`config.mk`:
```
export PLATFORM = sky130hd
export DESIGN_NAME = radix_qual_frontend
export DESIGN_NICKNAME = d
export VERILOG_FILES = /design/src/rtl/radix_qual_pkg.sv /design/src/rtl/ra_mode_sel.sv /design/src/rtl/ra_quad_dec.sv /design/src/rtl/ra_resp_stage.sv /design/src/rtl/radix_qual_frontend.sv
export SDC_FILE = /design/constraint.sdc
export NUM_CORES = 1
export LEC_CHECK = 0
export BUFFER_PORTS_ARGS = -buffer_cell sky130_fd_sc_hd__buf_4
export CORE_MARGIN = 4
export CORE_UTILIZATION = 53
export DETAILED_ROUTE_END_ITERATION = 10
export PLACE_DENSITY = 0.92
export SYNTH_ARGS = -nofsm -noshare
export SYNTH_HDL_FRONTEND = slang
export SYNTH_HIERARCHICAL = 1
export SYNTH_SLANG_ARGS = --single-unit
```
`constraint.sdc`:
```
create_clock -name clk -period 4.85 [get_ports clk]
set_input_delay 0.97 -clock clk [delete_from_list [all_inputs] [get_ports clk]]
set_output_delay 0.97 -clock clk [all_outputs]
set_load 0.05 [all_outputs]
```
`src/rtl/radix_qual_pkg.sv`:
```
// Shared encodings for the radix address qualification front-end.
// Assumes access type and fault kind each fit in two bits.
package radix_qual_pkg;
    typedef enum logic [1:0] {
        ACC_LOAD  = 2'd0,
        ACC_STORE = 2'd1,
        ACC_FETCH = 2'd2,
        ACC_RSVD  = 2'd3
    } acc_t;

    typedef enum logic [1:0] {
        FK_NONE = 2'd0,
        FK_DSEG = 2'd1,
        FK_ISEG = 2'd2
    } fkind_t;
endpackage

```
`src/rtl/ra_mode_sel.sv`:
```
// Chooses real or virtual mode for one access and forms the real-mode
// physical address. Purely combinational.
// Assumes: the fetch encoding comes from radix_qual_pkg; every other
// code is treated as a data access.
module ra_mode_sel
    import radix_qual_pkg::*;
#(
    parameter int EA_W   = 64,
    parameter int RM_CLR = 4
) (
    input  logic [EA_W-1:0] ea,
    input  logic [1:0]      acc,
    input  logic            ir,
    input  logic            dr,
    input  logic            hv,
    input  logic [EA_W-1:0] hrmor,
    output logic            real_mode,
    output logic [EA_W-1:0] real_addr
);
    localparam logic [EA_W-1:0] RM_MASK = {{RM_CLR{1'b0}}, {(EA_W-RM_CLR){1'b1}}};

    logic is_fetch;
    logic hv_off;

    // Mode choice and real address formation.
    always_comb begin
        is_fetch  = (acc == ACC_FETCH);
        real_mode = is_fetch ? !ir : !dr;
        hv_off    = hv && !ea[EA_W-1];
        real_addr = (ea & RM_MASK) | (hv_off ? hrmor : '0);
    end
endmodule

```
`src/rtl/ra_quad_dec.sv`:
```
// Decodes the effective-address quadrant into partition and process IDs.
// Reports quadrants a guest may not use as illegal. Purely combinational.
// Assumes the two top address bits hold the quadrant.
module ra_quad_dec #(
    parameter int EA_W   = 64,
    parameter int LPID_W = 12,
    parameter int PID_W  = 20
) (
    input  logic [EA_W-1:0]   ea,
    input  logic [LPID_W-1:0] lpid_reg,
    input  logic [PID_W-1:0]  pid_reg,
    output logic              legal,
    output logic [LPID_W-1:0] lpid,
    output logic [PID_W-1:0]  pid,
    output logic [EA_W-1:0]   virt_addr
);
    localparam int Q_W = 2;
    localparam logic [EA_W-1:0] V_MASK = {{Q_W{1'b0}}, {(EA_W-Q_W){1'b1}}};

    logic [Q_W-1:0] quad;

    // Quadrant to ID mapping.
    always_comb begin
        quad      = ea[EA_W-1 -: Q_W];
        virt_addr = ea & V_MASK;
        legal     = 1'b0;
        lpid      = '0;
        pid       = '0;
        case (quad)
            2'd0: begin
                legal = 1'b1;
                lpid  = lpid_reg;
                pid   = pid_reg;
            end
            2'd3: begin
                legal = 1'b1;
                lpid  = lpid_reg;
            end
            default: legal = 1'b0;
        endcase
    end
endmodule

```
`src/rtl/ra_resp_stage.sv`:
```
// Single registered stage: accepts a request on the handshake and emits
// exactly one response or fault pulse on the next cycle. Also holds the
// data fault address.
// Assumes request inputs stay steady from the handshake edge on.
module ra_resp_stage
    import radix_qual_pkg::*;
#(
    parameter int EA_W   = 64,
    parameter int LPID_W = 12,
    parameter int PID_W  = 20
) (
    input  logic              clk,
    input  logic              rst_n,
    input  logic              req_valid,
    output logic              req_ready,
    input  logic [EA_W-1:0]   ea,
    input  logic [1:0]        acc,
    input  logic              real_mode,
    input  logic [EA_W-1:0]   real_addr,
    input  logic              legal,
    input  logic [LPID_W-1:0] q_lpid,
    input  logic [PID_W-1:0]  q_pid,
    input  logic [EA_W-1:0]   virt_addr,
    output logic              rsp_valid,
    output logic              rsp_real,
    output logic [EA_W-1:0]   rsp_raddr,
    output logic [LPID_W-1:0] rsp_lpid,
    output logic [PID_W-1:0]  rsp_pid,
    output logic              flt_valid,
    output logic [1:0]        flt_kind,
    output logic [EA_W-1:0]   flt_dar
);
    logic accept;
    logic seg_fault;
    logic is_fetch;

    // Handshake and outcome decode.
    always_comb begin
        req_ready = !(rsp_valid || flt_valid);
        accept    = req_valid && req_ready;
        seg_fault = !real_mode && !legal;
        is_fetch  = (acc == ACC_FETCH);
    end

    // Output register: pulses, payload and held fault address.
    always_ff @(posedge clk) begin
        if (!rst_n) begin
            rsp_valid <= 1'b0;
            flt_valid <= 1'b0;
            rsp_real  <= 1'b0;
            rsp_raddr <= '0;
            rsp_lpid  <= '0;
            rsp_pid   <= '0;
            flt_kind  <= FK_NONE;
            flt_dar   <= '0;
        end else begin
            rsp_valid <= accept && !seg_fault;
            flt_valid <= accept && seg_fault;
            if (accept) begin
                rsp_real  <= real_mode;
                rsp_raddr <= real_mode ? real_addr : virt_addr;
                rsp_lpid  <= real_mode ? '0 : q_lpid;
                rsp_pid   <= real_mode ? '0 : q_pid;
                flt_kind  <= !seg_fault ? FK_NONE : (is_fetch ? FK_ISEG : FK_DSEG);
                if (seg_fault && !is_fetch) begin
                    flt_dar <= ea;
                end
            end
        end
    end

    // never both pulses at once
    assert_one_outcome_R9: assert property (@(posedge clk) disable iff (!rst_n)
        !(rsp_valid && flt_valid));

    // an accepted request yields an outcome on the next cycle
    assert_accept_outcome_R9: assert property (@(posedge clk) disable iff (!rst_n)
        (req_valid && req_ready) |=> (rsp_valid || flt_valid));

    // outcome pulses last one cycle
    assert_single_pulse_R9: assert property (@(posedge clk) disable iff (!rst_n)
        (rsp_valid || flt_valid) |=> !(rsp_valid || flt_valid));

    // a fault pulse always names a fault kind
    assert_fault_kind_R7: assert property (@(posedge clk) disable iff (!rst_n)
        flt_valid |-> (flt_kind != FK_NONE));

    // a data segment fault captures the accepted address
    assert_dar_capture_R8: assert property (@(posedge clk) disable iff (!rst_n)
        (flt_valid && flt_kind == FK_DSEG) |-> (flt_dar == $past(ea)));

    // virtual responses have the quadrant bits stripped
    assert_virt_strip_R10: assert property (@(posedge clk) disable iff (!rst_n)
        (rsp_valid && !rsp_real) |-> (rsp_raddr[EA_W-1 -: 2] == 2'b00));

    // quadrant 3 gives process ID zero
    assert_q3_pid_R6: assert property (@(posedge clk) disable iff (!rst_n)
        (rsp_valid && !rsp_real && $past(ea[EA_W-1 -: 2]) == 2'b11) |-> (rsp_pid == '0));
endmodule

```
`src/rtl/radix_qual_frontend.sv`:
```
// Top of the radix address qualification front-end. It joins mode
// selection, quadrant decode and the registered response stage.
// Assumes hypervisor-mode quadrant rules and nested translation live elsewhere.
module radix_qual_frontend #(
    parameter int EA_W   = 64,
    parameter int LPID_W = 12,
    parameter int PID_W  = 20,
    parameter int RM_CLR = 4
) (
    input  logic              clk,
    input  logic              rst_n,
    input  logic              req_valid,
    output logic              req_ready,
    input  logic [EA_W-1:0]   req_ea,
    input  logic [1:0]        req_acc,
    input  logic              msr_ir,
    input  logic              msr_dr,
    input  logic              msr_hv,
    input  logic [LPID_W-1:0] lpid_reg,
    input  logic [PID_W-1:0]  pid_reg,
    input  logic [EA_W-1:0]   hrmor,
    output logic              rsp_valid,
    output logic              rsp_real,
    output logic [EA_W-1:0]   rsp_raddr,
    output logic [LPID_W-1:0] rsp_lpid,
    output logic [PID_W-1:0]  rsp_pid,
    output logic              flt_valid,
    output logic [1:0]        flt_kind,
    output logic [EA_W-1:0]   flt_dar
);
    logic              real_mode;
    logic [EA_W-1:0]   real_addr;
    logic              legal;
    logic [LPID_W-1:0] q_lpid;
    logic [PID_W-1:0]  q_pid;
    logic [EA_W-1:0]   virt_addr;

    ra_mode_sel #(.EA_W(EA_W), .RM_CLR(RM_CLR)) u_mode (
        .ea(req_ea), .acc(req_acc), .ir(msr_ir), .dr(msr_dr), .hv(msr_hv),
        .hrmor(hrmor), .real_mode(real_mode), .real_addr(real_addr)
    );

    ra_quad_dec #(.EA_W(EA_W), .LPID_W(LPID_W), .PID_W(PID_W)) u_quad (
        .ea(req_ea), .lpid_reg(lpid_reg), .pid_reg(pid_reg),
        .legal(legal), .lpid(q_lpid), .pid(q_pid), .virt_addr(virt_addr)
    );

    ra_resp_stage #(.EA_W(EA_W), .LPID_W(LPID_W), .PID_W(PID_W)) u_stage (
        .clk(clk), .rst_n(rst_n), .req_valid(req_valid), .req_ready(req_ready),
        .ea(req_ea), .acc(req_acc), .real_mode(real_mode), .real_addr(real_addr),
        .legal(legal), .q_lpid(q_lpid), .q_pid(q_pid), .virt_addr(virt_addr),
        .rsp_valid(rsp_valid), .rsp_real(rsp_real), .rsp_raddr(rsp_raddr),
        .rsp_lpid(rsp_lpid), .rsp_pid(rsp_pid), .flt_valid(flt_valid),
        .flt_kind(flt_kind), .flt_dar(flt_dar)
    );
endmodule

```
==> results of run 1 <==
[worst max-delay path: cells and delay by family]
family / cells / cell delay [ns]
adder cells (fa/ha/maj): 1 / 0.61
buffers and inverters: 4 / 0.84
multiplexers: 1 / 0.28
AND/OR/NAND/NOR: 1 / 0.30
[cells in the mapped netlist]
master,n,area [um2]
nand3b_1,32,240.2
a21boi_0,34,255.2
buf_2,14,70.07
and2b_1,2,15.01
buf_6,11,123.9
o211a_1,64,640.6
buf_12,5,100.1
nor3b_1,1,7.510
and2_2,5,37.54
nand2b_1,1,6.260
and2_0,1,6.260
conb_1,1,3.750
nor2b_1,3,18.77
clkbuf_1,42,157.7
nand3_1,1,5.000
a21o_1,60,450.4
nand2_1,228,855.8
dfxtp_1,165,3303
inv_1,3,11.26
buf_4,65,488.0
nor2_1,3,11.26
buf_1,2,7.510
mux2i_1,129,1291
nor3_1,1,5.000
nor2b_2,8,70.07
ha_1,1,12.51
and2_1,19,118.9
nor2b_4,1,13.76
or3b_1,1,8.760
o21a_1,1,7.510
nor4_4,1,21.27
[metal layers]
layer,GRT usage (%),part of all wire [%]
met1,28.20,40
met2,43.00,49
met5,0,0
met4,10.06,3.1
met3,8.119,8.6
[worst max path at each step]
stage | from | end | slack [ns] | cells after the start
global route | req_ea[63] | u_stage/flt_dar[10] | 1.96 | 7
finish | req_ea[63] | u_stage/flt_dar[40] | 2.12 | 7
CTS | req_ea[63] | u_stage/flt_dar[10] | 2.09 | 7
floorplan | req_ea[62] | u_stage/flt_dar[14] | 2.43 | 8
global placement | req_ea[63] | u_stage/flt_dar[34] | 1.75 | 7
detailed placement | req_ea[63] | u_stage/flt_dar[10] | 1.67 | 7
[power groups by stage]
stage                     registers (uW)  clock network (uW)  logic, uW
after floorplan                     1770                   0        356
after CTS                           1480                1380        889
after global placement              1500                   0        872
after global routing                1490                1430        939
after detailed placement            1510                   0        884
final                               1480                1350        888
[area by class of cell]
type,instances,area [um2],share of cell area [%]
clock buffer,22,474.2,4.349
clock inverter,10,123.9,1.136
inverter,3,11.26,0.1033
multi-input combinational,599,4124,37.82
sequential,165,3303,30.29
tap,211,264.0,2.421
timing repair buffer,343,2604,23.88
[cells by family after synthesis]
kind of cell / synth area share, %
AO/OA/AOI/OAI: 16.19
adder cells (fa/ha/maj): 0.1496
buffers and inverters: 11.46
flip-flops: 39.49
multiplexers: 15.44
other: 0.04483
AND/OR/NAND/NOR: 17.23
[registers in the layout, indices dropped and copies added, names as in the netlist]
signal,cells
u_stage/flt_kind,2
u_stage/rsp_pid,20
u_stage/flt_valid,1
u_stage/rsp_lpid,12
u_stage/flt_dar,64
u_stage/rsp_real,1
u_stage/rsp_valid,1
u_stage/rsp_raddr,64
[per-stage QoR]
stage                     setup WS [ns]  hold WS, ns  cell area [um2]
after floorplan                   2.425       0.6731             8368
after global placement            1.748       0.4420            10310
after CTS                         2.094       0.4606            10900
after global routing              1.961       0.4710            10900
final                             2.118       0.4564            10900
after detailed placement          1.667       0.4468            10310
==> results by group, run 1 <==
Hold path
  • Hold Path Depth: 2
  • Worst hold endpoint: u_stage/flt_dar[6]
  • HP Start: u_stage/flt_dar[6]
  • Hold/Removal Path Class: reg2reg

Setup path
  • Critical path, cell by cell: buf_4 > inv_1 > ha_1 > inv_1 > nor4_4 > buf_4 > mux2i_1
  • R2R cell count: 5
  • Worst-path fanout max: 31
  • Slowest cell on the critical path: ha_1
  • Setup CP Type: in2reg
  • CP Launch Type: input pin
  • Critical R2R Capture: u_stage/flt_dar[40]
  • Critical path data required time: 5.17 ns
  • FF-to-FF setup slack: 2.68 ns
  • RR Startpoint: u_stage/flt_valid
  • CP Capture Type: flop
  • CP max stage delay: 0.61 ns
  • Worst Path Arrival: 3.05 ns

Clock tree
  • Clock root cell: clkbuf_16
  • Reg clk slew, reported paths: 0.06 ns
  • CTS tree: built
  • # hold bufs at CTS: 0
  • CTS Sinks: 165
  • PostCTS Resize Cnt: 0
  • CTS H-tree lvls: 4
  • Buffer count from post-CTS setup fixing: 0
  • Cts bufs inserted: 17
  • Clock Path Buffers: 2
  • Clock latency on the worst-skew pair: 0.41 ns

Final layout
  • Layout area overhead: 30.37%
  • Fraction of layout cells with a size suffix above 1: 34.15%
  • ANT cells: 0
  • Final core utilization: 71.20%
  • Nets: 1298
  • Filler cells: 1149
  • Commonest cells after routing, fill and taps aside: buf_4, nand2_1, dfxtp_1, mux2i_1, o211a_1
  • Leading cell type in the layout, fill and taps excluded: buf_4
  • Non-filler instance count after layout: 1353

Pwr
  • Lkg Pwr: 0.005657 uW
  • Internal: 2576 uW
  • Pwr/cell area: 341.0 nW/um2
  • Part of the power in registers: 39.8%
  • Switch Pwr: 1141 uW
  • Clock power share: 36.3%
  • Total power: 3718 uW
  • Sw Ratio: 30.70%
  • Logic pwr share: 23.9%
  • VDD IR max: 0.2058 mV

STA
  • Fin Clk Skew: 0.009503 ns
  • Setup TNS: 0 ns
  • Achievable clock frequency: 366.0 MHz
  • Final-report hold violation count: 0
  • Max_slew headroom: 11.79%
  • Endpoints failing setup: 0
  • RSZ-0062 raised after global routing: no
  • Min cycle time layout: 2.732 ns
  • Period utilization: 56.33%
  • Final Slew Violations: 0
  • Worst slew pin tran: 1.320 ns

Run status
  • Status: finished, final reports clean

GRT
  • Total Routing Usage GR: 24.80%
  • Largest net degree at the start of global routing: 160
  • Total grt overflow: 0
  • Vias in the first global route: 6961
  • First-pass GRT wire length: 35890 um
  • Initial antenna violation count: 0

Detailed routing
  • Wire length per cell: 17.05 um
  • Drt drc: 0
  • Detailed-route wire length: 23080 um
  • Post-DRT Antenna Nets: 0
  • First-pass DRT Iterations: 7
  • Total vias in the final route: 7128
  • DR vias/cell: 5.268
  • Iter 0 DRT Violations: 405

Yosys
  • Cells after synthesis: 905
  • Syn avg cell area: 9.242 um2
  • Post-synthesis cell type count: 31
  • Flops & latches, synth: 165
  • Yosys warning count: 6
  • Seq/Total Area, Yosys: 39.49%
  • Cell area after synthesis: 8364 um2

Placed design
  • Placed insts: 1321
  • Number of buffers added on ports: 333
  • Gpl congestion: 0.8030
  • HPWL after DPL: 16190 um

Floorplanning
  • Core ar.: 15310 um2
  • Die height: 133.6 um
  • Starting density of the core: 54.62%
  • Die width: 133.6 um
  • I/O pin cnt: 334
  • Row Count: 45
  • Die area: 17860 um2

Run
  • Max-Cap Viols: 0
No activity file was read; power rests on OpenSTA's default activity.
==> inputs of run 2 (changes only) <==
Settings changed: CORE_UTILIZATION 53 to 49, PLACE_DENSITY 0.92 to 0.87.
Clock period 4.85 ns to 2.7 ns, I/O delays scaled along.
==> run 2 against run 1 <==
Compared with the run above:
- clock power up 70%
- first-iteration DRC count shrank 8.9%
- cell count increased by 1.1%
- die area grew 7.7%
- routed wire length shrank 2.1%
- non-clock buffer count is 6 higher
- sequential power is 79% higher
- count of clock-buffer cells in the layout is 3 lower
- flip-flop and latch count unchanged
- via count is 0.38% lower
- critical path depth is 3 lower
- combinational power up 81%
==> results by group, run 2 (same netlist as run 1, synthesis figures left out) <==
Clock tree
  • CTS Sinks: 165 (unchanged)
  • Clock root cell: clkbuf_16 (unchanged)
  • Cts bufs inserted: 17 (unchanged)
  • CTS H-tree lvls: 4 (unchanged)
  • CTS tree: built (unchanged)
  • # hold bufs at CTS: 0 (unchanged)
  • Clock Path Buffers: 2 (unchanged)
  • Buffer count from post-CTS setup fixing: 0 (unchanged)
  • Reg clk slew, reported paths: 0.07 ns (was 0.06 ns)
  • Clock latency on the worst-skew pair: 0.43 ns (was 0.41 ns)
  • PostCTS Resize Cnt: 0 (unchanged)

STA
  • Worst slew pin tran: 0.5400 ns (was 1.320 ns)
  • Min cycle time layout: 1.826 ns
  • Final Slew Violations: 0 (unchanged)
  • Fin Clk Skew: 0.02127 ns (was 0.009503 ns)
  • Max_slew headroom: 64.00% (was 11.79%)
  • Hold WS: 0.3743 ns (was 0.4564 ns)
  • Final-report hold violation count: 0 (unchanged)
  • Final Worst Setup Slack: 0.8737 ns (was 2.118 ns)
  • RSZ-0062 raised after global routing: no (unchanged)
  • Period utilization: 67.64%
  • Setup TNS: 0 ns (unchanged)
  • Endpoints failing setup: 0 (unchanged)
  • Achievable clock frequency: 547.6 MHz

Floorplanning
  • Die area: 19220 um2 (was 17860 um2)
  • Row Count: 47 (was 45)
  • I/O pin cnt: 334 (unchanged)
  • Starting density of the core: 50.26% (was 54.62%)
  • Die width: 138.7 um (was 133.6 um)
  • Core ar.: 16640 um2 (was 15310 um2)
  • Die height: 138.7 um (was 133.6 um)

Placed design
  • Number of buffers added on ports: 333 (unchanged)
  • Placed insts: 1336 (was 1321)
  • Post-Place Worst Slack: 0.5059 ns (was 1.667 ns)
  • HPWL after DPL: 16040 um (was 16190 um)
  • Gpl congestion: 0.8393 (was 0.8030)

Detailed routing
  • First-pass DRT Iterations: 6 (was 7)
  • Total vias in the final route: 7101 (was 7128)
  • Iter 0 DRT Violations: 369 (was 405)
  • DR vias/cell: 5.191 (was 5.268)
  • Detailed-route wire length: 22590 um (was 23080 um)
  • Metal2 WL: 10950 um (was 11240 um)
  • Top routing layer used: met4 (unchanged)
  • DR WL met3: 1971 um (was 1993 um)
  • M1 WL: 9136 um (was 9123 um)
  • Post-DRT Antenna Nets: 0 (unchanged)
  • Drt drc: 0 (unchanged)
  • Wire length per cell: 16.51 um (was 17.05 um)

Final layout
  • ANT cells: 0 (unchanged)
  • Nets: 1304 (was 1298)
  • Filler cells: 1363 (was 1149)
  • Commonest cells after routing, fill and taps aside: buf_4, nand2_1, dfxtp_1, mux2i_1, o211a_1 (unchanged)
  • Leading cell type in the layout, fill and taps excluded: buf_4 (unchanged)
  • Non-filler instance count after layout: 1368 (was 1353)
  • Largest regs: u_stage/flt_dar: 64 flops, u_stage/rsp_raddr: 64 flops, u_stage/rsp_pid: 20 flops (unchanged)
  • Layout area overhead: 31.44% (was 30.37%)
  • Fraction of layout cells with a size suffix above 1: 34.58% (was 34.15%)

GRT
  • First-pass GRT wire length: 36290 um (was 35890 um)
  • Largest net degree at the start of global routing: 85 (was 160)
  • Total Routing Usage GR: 22.73% (was 24.80%)
  • Total grt overflow: 0 (unchanged)
  • Initial antenna violation count: 0 (unchanged)
  • Vias in the first global route: 7152 (was 6961)

Setup path
  • CP delay by family, top: simple AND/OR/NAND/NOR gates (was buffers and inverters)
  • Critical path data required time: 3.05 ns (was 5.17 ns)
  • Setup CP Type: reg2reg (was in2reg)
  • Worst Path Arrival: 2.17 ns (was 3.05 ns)
  • Slowest cell on the critical path: or3b_1 (was ha_1)
  • Worst-path fanout max: 39 (was 31)
  • CP Capture Type: flop (unchanged)
  • Critical path, cell by cell: or3b_1 > nor4_4 > buf_12 > mux2i_1 (was buf_4 > inv_1 > ha_1 > inv_1 > nor4_4 > buf_4 > mux2i_1)
  • CP max stage delay: 0.45 ns (was 0.61 ns)
  • CP Launch Type: flop (was input pin)
  • Critical path buffer and inverter count: 1 (was 4)

Pwr
  • Lkg Pwr: 0.005698 uW (was 0.005657 uW)
  • Pwr/cell area: 596.8 nW/um2 (was 341.0 nW/um2)
  • Total power: 6561 uW (was 3718 uW)
  • VDD IR max: 0.4031 mV (was 0.2058 mV)

Run
  • Max-Cap Viols: 0 (unchanged)

Hold path
  • Hold/Removal Path Class: in2reg (was reg2reg)

Run status
  • Status: finished, final reports clean (unchanged)
## run 2: changes by cell type in the layout (fill, tap and decap cells not counted), sizes merged
cell	delta
buf	+6
clkinv	-1
inv	+7
clkbuf	-3
bufinv	-2
clkinvlp	-1
## run 2: tightest hold or removal path, stage by stage
cell and delay [ns]:
buf_4 0.12, nand2_1 0.05, mux2i_1 0.05
## run 2: path summary, 6_finish.rpt
| kind | startpoint | endpoint | slack (ns) | depth (start not counted) |
|---|---|---|---|---|
| worst max-delay path | u_stage/flt_valid | u_stage/flt_dar[49] | 0.87 | 4 |
| worst min-delay path | req_ea[17] | u_stage/flt_dar[17] | 0.37 | 3 |
| worst min register to register | u_stage/flt_dar[11] | u_stage/flt_dar[11] | 0.46 | 2 |
| worst max register to register | u_stage/flt_valid | u_stage/flt_dar[49] | 0.87 | 4 |
## run 2: layout make-up
| type | count | area [um2] | share of cell area [%] |
|---|---|---|---|
| Tap cell | 220 | 275.3 | 2.504 |
| Multi-Input combinational cell | 599 | 4124 | 37.51 |
| Clock buffer | 19 | 442.9 | 4.029 |
| Sequential cell | 165 | 3303 | 30.04 |
| Inverter | 3 | 11.26 | 0.1024 |
| Timing Repair Buffer | 349 | 2724 | 24.78 |
| Clock inverter | 13 | 113.9 | 1.036 |
## run 2: per-stage QoR
stage	util, %	instance area, um2
after floorplan	-	8368
after global placement	62.72	10440
after detailed placement	62.72	10440
after CTS	66.06	10990
after global routing	66.06	10990
final	66.06	10990
## run 2: routing by layer
| metal | GRT usage [%] | up-vias |
|---|---|---|
| li1 | - | 3461 |
| met1 | 26.19 | 3315 |
| met2 | 39.11 | 290 |
| met3 | 7.966 | 35 |
| met4 | 8.290 | 0 |
| met5 | 0 | - |
## run 2: power breakdown
part / leakage [uW] / switching, uW / internal (uW) / total (uW)
sequential: 0.00135 / 79.3 / 2570 / 2650
combinational: 0.00408 / 981 / 625 / 1610
clock: 0.000273 / 1070 / 1230 / 2300
total: 0.00570 / 2130 / 4430 / 6560
==> inputs of run 3 (changes only) <==
Settings changed: ABC_AREA from default to 1, CORE_UTILIZATION 49 to 45, PLACE_DENSITY 0.87 to 0.83.
Clock period 2.7 ns to 1.6 ns, I/O delays scaled along.
==> run 3 against run 2 <==
Compared with the run above:
- clock skew fell by 0.0066 ns
- flip-flop and latch count did not move
- count of clock-buffer cells in the layout fell by 1
- non-clock buffer count rose by 19
- via count rose by 30%
- routed wire length rose by 22%
- largest power group unchanged
- critical endpoint is now req_ready
- utilization fell by 4.3 points
- critical path depth fell by 2
- cell area rose by 6.1%
==> results by group, run 3 <==
Setup path
  • Critical path, cell by cell: nor2_4 > buf_4 (was or3b_1 > nor4_4 > buf_12 > mux2i_1)
  • R2R cell count: 8 (was 4)
  • RR Startpoint: u_stage/flt_valid (unchanged)
  • Worst-path fanout max: 3 (was 39)
  • CP Capture Type: primary output (was flop)
  • CP Launch Type: flop (unchanged)
  • Setup CP Type: reg2out (was reg2reg)
  • Critical R2R Capture: u_stage/flt_dar[21] (was u_stage/flt_dar[49])
  • Slowest cell on the critical path: dfxtp_2 (was or3b_1)
  • Critical path data required time: 1.28 ns (was 3.05 ns)
  • Worst Path Arrival: 1.12 ns (was 2.17 ns)
  • CP max stage delay: 0.34 ns (was 0.45 ns)
  • FF-to-FF setup slack: 0.24 ns (was 0.87 ns)

Detailed routing
  • Detailed-route wire length: 27560 um (was 22590 um)
  • First-pass DRT Iterations: 5 (was 6)
  • DR vias/cell: 4.806 (was 5.191)
  • Wire length per cell: 14.35 um (was 16.51 um)
  • Post-DRT Antenna Nets: 0 (unchanged)
  • Iter 0 DRT Violations: 506 (was 369)
  • Drt drc: 0 (unchanged)
  • Total vias in the final route: 9228 (was 7101)

Floorplanning
  • Row Count: 50 (was 47)
  • Die width: 147.1 um (was 138.7 um)
  • Core ar.: 18890 um2 (was 16640 um2)
  • Die area: 21640 um2 (was 19220 um2)
  • I/O pin cnt: 334 (unchanged)
  • Starting density of the core: 46.08% (was 50.26%)
  • Die height: 147.1 um (was 138.7 um)

GRT
  • Total Routing Usage GR: 24.64% (was 22.73%)
  • Initial antenna violation count: 0 (unchanged)
  • Largest net degree at the start of global routing: 58 (was 85)
  • Total grt overflow: 0 (unchanged)
  • First-pass GRT wire length: 43430 um (was 36290 um)
  • Vias in the first global route: 8712 (was 7152)

Final layout
  • Fraction of layout cells with a size suffix above 1: 24.82% (was 34.58%)
  • Layout area overhead: 34.00% (was 31.44%)
  • Non-filler instance count after layout: 1920 (was 1368)
  • ANT cells: 0 (unchanged)
  • Multi-input logic area: 3815 um2 (was 4124 um2)
  • Reg area: 3306 um2 (was 3303 um2)
  • Final core utilization: 61.75% (was 66.06%)
  • Nets: 1817 (was 1304)
  • Fin area: 11670 um2 (was 10990 um2)
  • Filler cells: 1786 (was 1363)
  • Largest regs: u_stage/flt_dar: 64 flops, u_stage/rsp_raddr: 64 flops, u_stage/rsp_pid: 20 flops (unchanged)
  • Commonest cells after routing, fill and taps aside: nand2_1, buf_4, inv_1, dfxtp_1, nor2_1 (was buf_4, nand2_1, dfxtp_1, mux2i_1, o211a_1)
  • Leading cell type in the layout, fill and taps excluded: nand2_1 (was buf_4)

STA
  • RSZ-0062 raised after global routing: no (unchanged)
  • Hold WS: 0.2239 ns (was 0.3743 ns)
  • Endpoints failing setup: 0 (unchanged)
  • Final Slew Violations: 0 (unchanged)
  • Period utilization: 89.93%
  • Worst slew pin tran: 0.5083 ns (was 0.5400 ns)
  • Min cycle time layout: 1.439 ns
  • Final-report hold violation count: 0 (unchanged)
  • Fin Clk Skew: 0.01467 ns (was 0.02127 ns)
  • Max_slew headroom: 66.12% (was 64.00%)
  • Achievable clock frequency: 695.0 MHz

Yosys
  • Cell area after synthesis: 8706 um2 (was 8364 um2)
  • Async set-reset flop share out of synthesis: 0% (unchanged)
  • Seq/Total Area, Yosys: 37.94% (was 39.49%)
  • Syn avg cell area: 6.170 um2 (was 9.242 um2)
  • Count leader, synth: nand2_1 (unchanged)
  • Synth area leaders: dfxtp_1, nand2_1, inv_1 (was dfxtp_1, mux2i_1, nand2_1)
  • Post-synthesis cell type count: 20 (was 31)
  • Cells after synthesis: 1411 (was 905)
  • Number of enable flip-flop cells after synthesis: 0 (unchanged)
  • Synth area leader: dfxtp_1 (unchanged)
  • Commonest cells post-synth: nand2_1, inv_1, dfxtp_1 (was nand2_1, dfxtp_1, mux2i_1)
  • Yosys warning count: 6 (unchanged)
  • Yosys top cell area share: 37.94% (was 39.49%)
  • Flops & latches, synth: 165 (unchanged)
  • Ys flop type: dfxtp_1 (unchanged)

Clock tree
  • Clock latency on the worst-skew pair: 0.42 ns (was 0.43 ns)
  • CTS H-tree lvls: 4 (unchanged)
  • CTS tree: built (unchanged)
  • Clock root cell: clkbuf_16 (unchanged)
  • Clock Path Buffers: 2 (unchanged)
  • # hold bufs at CTS: 0 (unchanged)
  • Reg clk slew, reported paths: 0.07 ns (about the same)
  • Buffer count from post-CTS setup fixing: 0 (unchanged)
  • Cts bufs inserted: 17 (unchanged)
  • CTS Sinks: 165 (unchanged)
  • PostCTS Resize Cnt: 0 (unchanged)

Pwr
  • Internal: 7760 uW (was 4433 uW)
  • Part of the power in registers: 38.4% (was 40.4%)
  • Switch Pwr: 3932 uW (was 2128 uW)
  • Clock power share: 34.7% (was 35.1%)
  • Logic pwr share: 26.9% (was 24.5%)
  • VDD IR max: 0.6916 mV (was 0.4031 mV)
  • Lkg Pwr: 0.006269 uW (was 0.005698 uW)
  • Sw Ratio: 33.63% (was 32.44%)
  • Pwr/cell area: 1002 nW/um2 (was 596.8 nW/um2)

Hold path
  • Hold/Removal Path Class: in2reg (unchanged)
  • Worst hold endpoint: u_stage/rsp_lpid[6] (was u_stage/flt_dar[17])
  • HP Start: lpid_reg[6] (was req_ea[17])
  • Hold Path Depth: 5 (was 3)

Placed design
  • Placed insts: 1889 (was 1336)
  • HPWL after DPL: 19840 um (was 16040 um)
  • Post-DP Area: 11090 um2 (was 10440 um2)
  • Gpl congestion: 0.9187 (was 0.8393)
  • Number of buffers added on ports: 333 (unchanged)

Run status
  • Status: finished, final reports clean (unchanged)

Run
  • Max-Cap Viols: 0 (unchanged)
[run 3: cell types whose count changed in the layout (fill, tap and decap cells not counted), moves of 8 or more]
| cell | previous run | this run |
|---|---|---|
| nand2_1 | 228 | 537 |
| nand3b_1 | 32 | 0 |
| a21boi_0 | 34 | 0 |
| inv_1 | 3 | 171 |
| and2_1 | 19 | 0 |
| mux2i_1 | 128 | 0 |
| nor2_1 | 3 | 148 |
| a21oi_1 | 0 | 97 |
| a21o_1 | 60 | 0 |
| o211a_1 | 64 | 0 |
| nand3_1 | 1 | 126 |
| buf_12 | 8 | 18 |
| nor2b_2 | 8 | 0 |
| buf_4 | 340 | 350 |
[run 3: kinds of logic (layout without fill, tap and decap cells)]
group,count (synthesis),count (layout),share of synthesized area [%]
AND/OR/NAND/NOR,820,820,37.41
buffers and inverters,325,573,18.77
flip-flops,165,165,37.94
AO/OA/AOI/OAI,99,99,5.691
adder cells (fa/ha/maj),1,1,0.1437
other,1,2,0.04307
[run 3: power by group through the flow]
stage                     Combinational (uW)  Clock (uW)  Sequential, uW
after floorplan                         1250           0            5410
after global placement                  3100           0            4570
after detailed placement                3140           0            4580
after CTS                               3150        4130            4490
after global routing                    3390        4340            4520
final                                   3140        4060            4490
[run 3: layer usage]
metal / global-route usage, % / share of wire [%] / up-vias
met5: 0 / 0 / -
met2: 44.24 / 50 / 371
met1: 27.38 / 38 / 4170
met4: 8.062 / 2.4 / 0
li1: - / - / 4637
met3: 8.328 / 10 / 50
[run 3: per-stage QoR]
stage / setup TNS, ns / setup slack (ns) / total power [uW]
6_report: 0 / 0.1611 / 11690
5_1_grt: 0 / 0.1157 / 12260
4_1_cts: 0 / 0.1342 / 11770
3_5_place_dp: -9.791 / -0.1929 / 7725
3_3_place_gp: -7.269 / -0.1424 / 7675
2_1_floorplan: -0.3154 / -0.006159 / 6661
[run 3: worst max-delay path by stage]
stage / depth (start not counted) / end / slack (ns) / from
finish: 2 / req_ready / 0.16 / u_stage/rsp_valid
global placement: 11 / u_stage/flt_dar[8] / -0.14 / req_ea[62]
detailed placement: 11 / u_stage/flt_dar[15] / -0.19 / req_ea[62]
global route: 2 / req_ready / 0.12 / u_stage/rsp_valid
CTS: 2 / req_ready / 0.13 / u_stage/rsp_valid
floorplan: 10 / u_stage/flt_dar[13] / -0.006 / req_ea[62]
[run 3: final cells by class]
cell class	count	area share, %
inverter	174	5.609
sequential	165	28.34
clock buffer	18	3.679
clock inverter	13	1.276
tap	260	2.789
timing repair buffer	368	25.61
multi-input combinational	922	32.70
[run 3: worst max-delay path, delay by kind of cell (launching register included)]
kind | cells | cell delay [ns]
buffers and inverters | 1 | 0.24
DFF | 1 | 0.34
and+or+nand+nor | 1 | 0.13
